**src/rtl/irqb_pkg.sv**
```systemverilog
package irqb_pkg;

    typedef struct packed {
        logic flag;
        logic req_any_prev;
    } irqb_state_t;

    localparam irqb_state_t IRQB_STATE_RST = '{flag: 1'b0, req_any_prev: 1'b0};

endpackage

```
**src/rtl/irqb_sync.sv**
```systemverilog
module irqb_sync #(
    parameter int                 W       = 4,
    parameter int                 STAGES  = 2,
    parameter logic [W-1:0]       RST_VAL = '0
) (
    input  logic         clk,
    input  logic         rst_n,
    input  logic [W-1:0] din,
    output logic [W-1:0] dout
);
    localparam int LAST = STAGES - 1;

    logic [W-1:0] stg_d [STAGES];
    logic [W-1:0] stg_q [STAGES];

    always_comb begin
        stg_d[0] = din;
        for (int k = 1; k < STAGES; k++) begin
            stg_d[k] = stg_q[k-1];
        end
    end

    always_ff @(posedge clk or negedge rst_n) begin
        if (!rst_n) begin
            for (int k = 0; k < STAGES; k++) begin
                stg_q[k] <= RST_VAL;
            end
        end else begin
            for (int k = 0; k < STAGES; k++) begin
                stg_q[k] <= stg_d[k];
            end
        end
    end

    assign dout = stg_q[LAST];

endmodule

```
**src/rtl/irqb_flag.sv**
```systemverilog
module irqb_flag
    import irqb_pkg::*;
#(
    parameter int N = 4
) (
    input  logic         clk,
    input  logic         rst_n,
    input  logic [N-1:0] req_s,
    input  logic [N-1:0] ackn_s,
    output logic         flag
);
    irqb_state_t st_d, st_q;
    logic req_any;
    logic ack_all;
    logic req_rise;

    always_comb begin
        req_any  = |req_s;
        ack_all  = ~|ackn_s;
        req_rise = req_any & ~st_q.req_any_prev;
        st_d              = st_q;
        st_d.req_any_prev = req_any;
        if (req_rise) begin
            st_d.flag = 1'b1;
        end else if (ack_all) begin
            st_d.flag = 1'b0;
        end
    end

    always_ff @(posedge clk or negedge rst_n) begin
        if (!rst_n) begin
            st_q <= IRQB_STATE_RST;
        end else begin
            st_q <= st_d;
        end
    end

    assign flag = st_q.flag;

    // Any new rise of the combined request sets the flag, even against a full acknowledge.
    assert_set_on_rise_R1: assert property (@(posedge clk) disable iff (!rst_n)
        (req_any && !st_q.req_any_prev) |=> flag);

    // Without a rise the flag cannot go from clear to set.
    assert_no_level_retrigger_R2: assert property (@(posedge clk) disable iff (!rst_n)
        (!flag && !(req_any && !st_q.req_any_prev)) |=> !flag);

    // A set flag survives any cycle in which one acknowledge is still high.
    assert_hold_until_barrier_R5: assert property (@(posedge clk) disable iff (!rst_n)
        (flag && (ackn_s != '0)) |=> flag);

    // A complete acknowledge barrier with no rise clears the flag.
    assert_clear_on_barrier_R5: assert property (@(posedge clk) disable iff (!rst_n)
        ((ackn_s == '0) && !(req_any && !st_q.req_any_prev)) |=> !flag);

endmodule

```
**src/rtl/irqb_route.sv**
```systemverilog
module irqb_route #(
    parameter int N = 4
) (
    input  logic         flag,
    input  logic         rdy,
    input  logic [N-1:0] sel_s,
    output logic [N-1:0] status
);
    for (genvar i = 0; i < N; i++) begin : g_el
        assign status[i] = sel_s[i] ? flag : rdy;
    end

endmodule

```
**src/rtl/grp_irq_unit.sv**
```systemverilog
module grp_irq_unit #(
    parameter int NUM_EL     = 4,
    parameter int SYNC_DEPTH = 2
) (
    input  logic              clk,
    input  logic              rst_n,
    input  logic [NUM_EL-1:0] req_i,
    input  logic [NUM_EL-1:0] ack_n_i,
    input  logic [NUM_EL-1:0] sel_i,
    input  logic              barrier_rdy_i,
    output logic [NUM_EL-1:0] status_o,
    output logic              irq_pending_o
);
    localparam logic [NUM_EL-1:0] ALL_ZERO = '0;
    localparam logic [NUM_EL-1:0] ALL_ONE  = '1;

    logic [NUM_EL-1:0] req_s;
    logic [NUM_EL-1:0] ackn_s;
    logic [NUM_EL-1:0] sel_s;
    logic              flag;

    irqb_sync #(.W(NUM_EL), .STAGES(SYNC_DEPTH), .RST_VAL(ALL_ZERO)) u_sync_req (
        .clk(clk), .rst_n(rst_n), .din(req_i), .dout(req_s)
    );

    irqb_sync #(.W(NUM_EL), .STAGES(SYNC_DEPTH), .RST_VAL(ALL_ONE)) u_sync_ack (
        .clk(clk), .rst_n(rst_n), .din(ack_n_i), .dout(ackn_s)
    );

    irqb_sync #(.W(NUM_EL), .STAGES(SYNC_DEPTH), .RST_VAL(ALL_ZERO)) u_sync_sel (
        .clk(clk), .rst_n(rst_n), .din(sel_i), .dout(sel_s)
    );

    irqb_flag #(.N(NUM_EL)) u_flag (
        .clk(clk), .rst_n(rst_n), .req_s(req_s), .ackn_s(ackn_s), .flag(flag)
    );

    irqb_route #(.N(NUM_EL)) u_route (
        .flag(flag), .rdy(barrier_rdy_i), .sel_s(sel_s), .status(status_o)
    );

    assign irq_pending_o = flag;

    // Elements not selecting the flag see barrier ready on their status bit.
    assert_unselected_shows_ready_R3: assert property (@(posedge clk) disable iff (!rst_n)
        (sel_s == '0) |-> (status_o == {NUM_EL{barrier_rdy_i}}));

endmodule

```
**config.mk**
```make
export PLATFORM = sky130hd
export DESIGN_NAME = grp_irq_unit
export DESIGN_NICKNAME = d
export VERILOG_FILES = /design/src/rtl/irqb_pkg.sv /design/src/rtl/irqb_sync.sv /design/src/rtl/irqb_flag.sv /design/src/rtl/irqb_route.sv /design/src/rtl/grp_irq_unit.sv
export SDC_FILE = /design/constraint.sdc
export NUM_CORES = 1
export LEC_CHECK = 0
export BUFFER_PORTS_ARGS = -buffer_cell sky130_fd_sc_hd__buf_4
export CAP_MARGIN = 20
export CORE_MARGIN = 8
export CORE_UTILIZATION = 47
export DETAILED_ROUTE_END_ITERATION = 12
export PLACE_DENSITY_LB_ADDON = 0.2
export REMOVE_ABC_BUFFERS = 1
export SLEW_MARGIN = 15
export SYNTH_ARGS = -nofsm -noshare
export SYNTH_HDL_FRONTEND = slang
export SYNTH_HIERARCHICAL = 1
export SYNTH_SLANG_ARGS = --single-unit
```
**constraint.sdc**
```tcl
create_clock -name clk -period 1.1 [get_ports clk]
set_input_delay 0 -clock clk [delete_from_list [all_inputs] [get_ports clk]]
set_output_delay 0 -clock clk [all_outputs]
set_load 0.03 [all_outputs]
```
==> key figures <==
GRT
  • Vias in the first global route: 456
  • Wire length of the first global-routing pass: 1876 um
  • Largest net degree at the start of global routing: 27
  • Number of antenna violations at the first check in global routing: 0
  • Global-route usage over all layers: 7.790%
  • Total congestion overflow: 0

Floorplanning
  • X dimension of the die: 55.77 um
  • FP Rows: 14
  • Die Outline Area: 3110 sq um
  • Area of the core region: 1489 sq um
  • Starting density of the core: 49.92%
  • Boundary pin count: 20
  • Die span in y: 55.77 um

Placement
  • Routability cong.: 0.6393
  • Count of port buffers added during placement: 19
  • Instance count after placement with tap cells included: 69
  • Worst-case setup slack after placement: 0.2021 ns

Min path
  • Worst hold-check path type: primary input to asynchronous set/reset pin

Worst setup path
  • Required arrival time at the worst endpoint: 1.10 ns
  • Crit Path Category: register to output port
  • Top fanout value on the critical path: 1
  • Sort of element at the end of the critical path: output port
  • Data arrival time at the worst-slack endpoint: 1.15 ns
  • Element type at the critical path start: register

Routing
  • Vias per inst: 4.598
  • DRT Wirelength: 1080 um
  • Routed length per placed instance: 12.41 um
  • Via count: 400
  • Number of design rule violations left after detail routing: 0
  • Antenna-violating nets left: 0
  • First-pass iteration count of the detailed router: 2
  • Initial detailed-routing violation count: 1

STA
  • Slack of the critical path: -0.05248 ns
  • Final hold slack: 0.1072 ns
  • Worst slew margin relative to its limit: 80.24%
  • Period Utilization, post-route: 104.8%
  • Final Hold Vio Count: 0
  • Worst-Margin Slew: 0.2964 ns
  • Peak Freq: 867.7 MHz
  • Count of final setup violators: 4
  • Post-layout minimum cycle time: 1.152 ns
  • Final Slew Violations: 0
  • RSZ-0062 raised after global routing: yes
  • Final clock skew: 0.01035 ns

Synth
  • Count of cell types in the netlist: 7
  • Number of flip-flops and latches in the synthesized netlist: 26
  • Sequential-to-total area share from yosys stat: 88.89%
  • Syn Inst Count: 34
  • Average size of a mapped cell: 21.86 sq um
  • Count of yosys warnings during synthesis: 6
  • Combined area of all synthesized cells: 743.2 sq um

Power
  • Cell leakage power: 0.5025 nW
  • Areal power density over the cells: 1554 nW/um^2
  • Power Total: 1.710 mW
  • Maximum vdd ir drop: 1.109 mV

CTS
  • CTS sink cnt: 26
  • Number of levels in the clock H-tree: 1
  • Clk Tree Root Cell: sky130_fd_sc_hd__clkbuf_4
  • TritonCTS clock tree: yes
  • Number of buffers added by the clock tree synthesis step: 3
  • Clock Path Buffers: 2
  • CTS clk-pin slew, worst paths: 0.12 ns
  • Worst skew pair latency: 0.31 ns

Layout
  • Number of nets in the layout: 87
  • Number of standard cells in the final layout excluding fillers: 87
  • Antenna diode count: 0
  • Final core utilization: 73.87%
  • Layout cells sized above 1: 52.11%
  • Area grow syn2layout: 47.98%

Run status
  • Violations in the final reports: negative setup slack
  • Outcome: finished, violations left

Flow run
  • Number of max-cap violations: 0
## layout make-up
type,count,area [sq um]
well taps,16,20.02
multi-input cells,7,93.84
repair buffers,33,295.3
clock buffers,4,26.28
fillers,78,389.1
flip-flops and latches,26,660.6
inverters,1,3.754
## path summary, 6_finish.rpt
path,to,slack (ns),cells past startpoint,start
setup / recovery,status_o[2],-0.05,2,u_sync_sel/dout[2]
hold / removal,u_sync_sel/stg_d[1],0.11,2,rst_n
setup reg to reg,u_flag/flag,0.20,2,u_sync_req/dout[1]
hold reg to reg,u_sync_sel/dout[2],0.36,0,u_sync_sel/stg_d[2]
max in group asynchronous,u_sync_ack/dout[2],0.70,2,rst_n
min in group clk,u_sync_req/stg_d[0],0.33,2,req_i[0]
## routing by layer
layer | up-vias | track usage [%] | wire length (um)
met5 | - | 0 | 0
met4 | 0 | 5.282 | 20
met3 | 2 | 4.338 | 102
met2 | 18 | 12.98 | 562
met1 | 193 | 6.996 | 395
li1 | 187 | - | -
## repair_timing
action                     4_1_cts  5_1_grt
hold buffers                    13        0
resized for setup                4        4
setup endpoints to repair        4        4
hold endpoints to repair        38        0
buffers inserted                 1        0
## cells by family after synthesis
kind of cell           share of synthesized area, %
flip-flops                                    88.89
multiplexers                                  6.060
buffers and inverters                        0.5046
AND/OR/NAND/NOR                               1.683
AO/OA/AOI/OAI                                 2.862
## flip-flops by register name, summed over array words and instances (netlist names)
name and cells:
u_sync_ack/dout 4, u_sync_ack/stg_d 4, u_sync_req/dout 4, u_sync_req/stg_d 4, u_sync_sel/dout 4, u_sync_sel/stg_d 4, u_flag/flag 1, u_flag/st_q 1
## through the flow
stage                     setup TNS [ns]  instance area, sq um
after floorplan                        0                 743.2
after global placement                 0                 905.9
after detailed placement               0                 905.9
after CTS                        -0.2315                  1085
after global routing             -0.4067                  1100
final                            -0.2022                  1100
## Yosys cell counts
library cell,n,area (sq um)
sky130_fd_sc_hd__dfstp_2,8,210.2
sky130_fd_sc_hd__o41ai_2,1,16.27
sky130_fd_sc_hd__inv_1,1,3.750
sky130_fd_sc_hd__o21ai_1,1,5.000
sky130_fd_sc_hd__dfrtp_1,18,450.4
sky130_fd_sc_hd__mux2_2,4,45.04
sky130_fd_sc_hd__nor4_2,1,12.51
## report_power, final
part / switching [mW] / internal (mW)
registers: 0.0251 / 1.02
clock network: 0.240 / 0.142
logic: 0.122 / 0.161
total: 0.387 / 1.32
## cells in the final DEF (no fill, tap or decap), drive strengths merged
cell type    synthesis  routed
o21ai                1       1
o41ai                1       1
mux2                 4       4
dfrtp               18      18
nor4                 1       1
dfstp                8       8
dlygate4sd3          0      13
clkbuf               0       4
buf                  0      20
inv                  1       1
## critical path, stage by stage, from the launching register on
cell                      delay, ns
sky130_fd_sc_hd__dfrtp_1       0.41
sky130_fd_sc_hd__mux2_4        0.30
sky130_fd_sc_hd__buf_6         0.14
(Power assumes the default switching activity.)
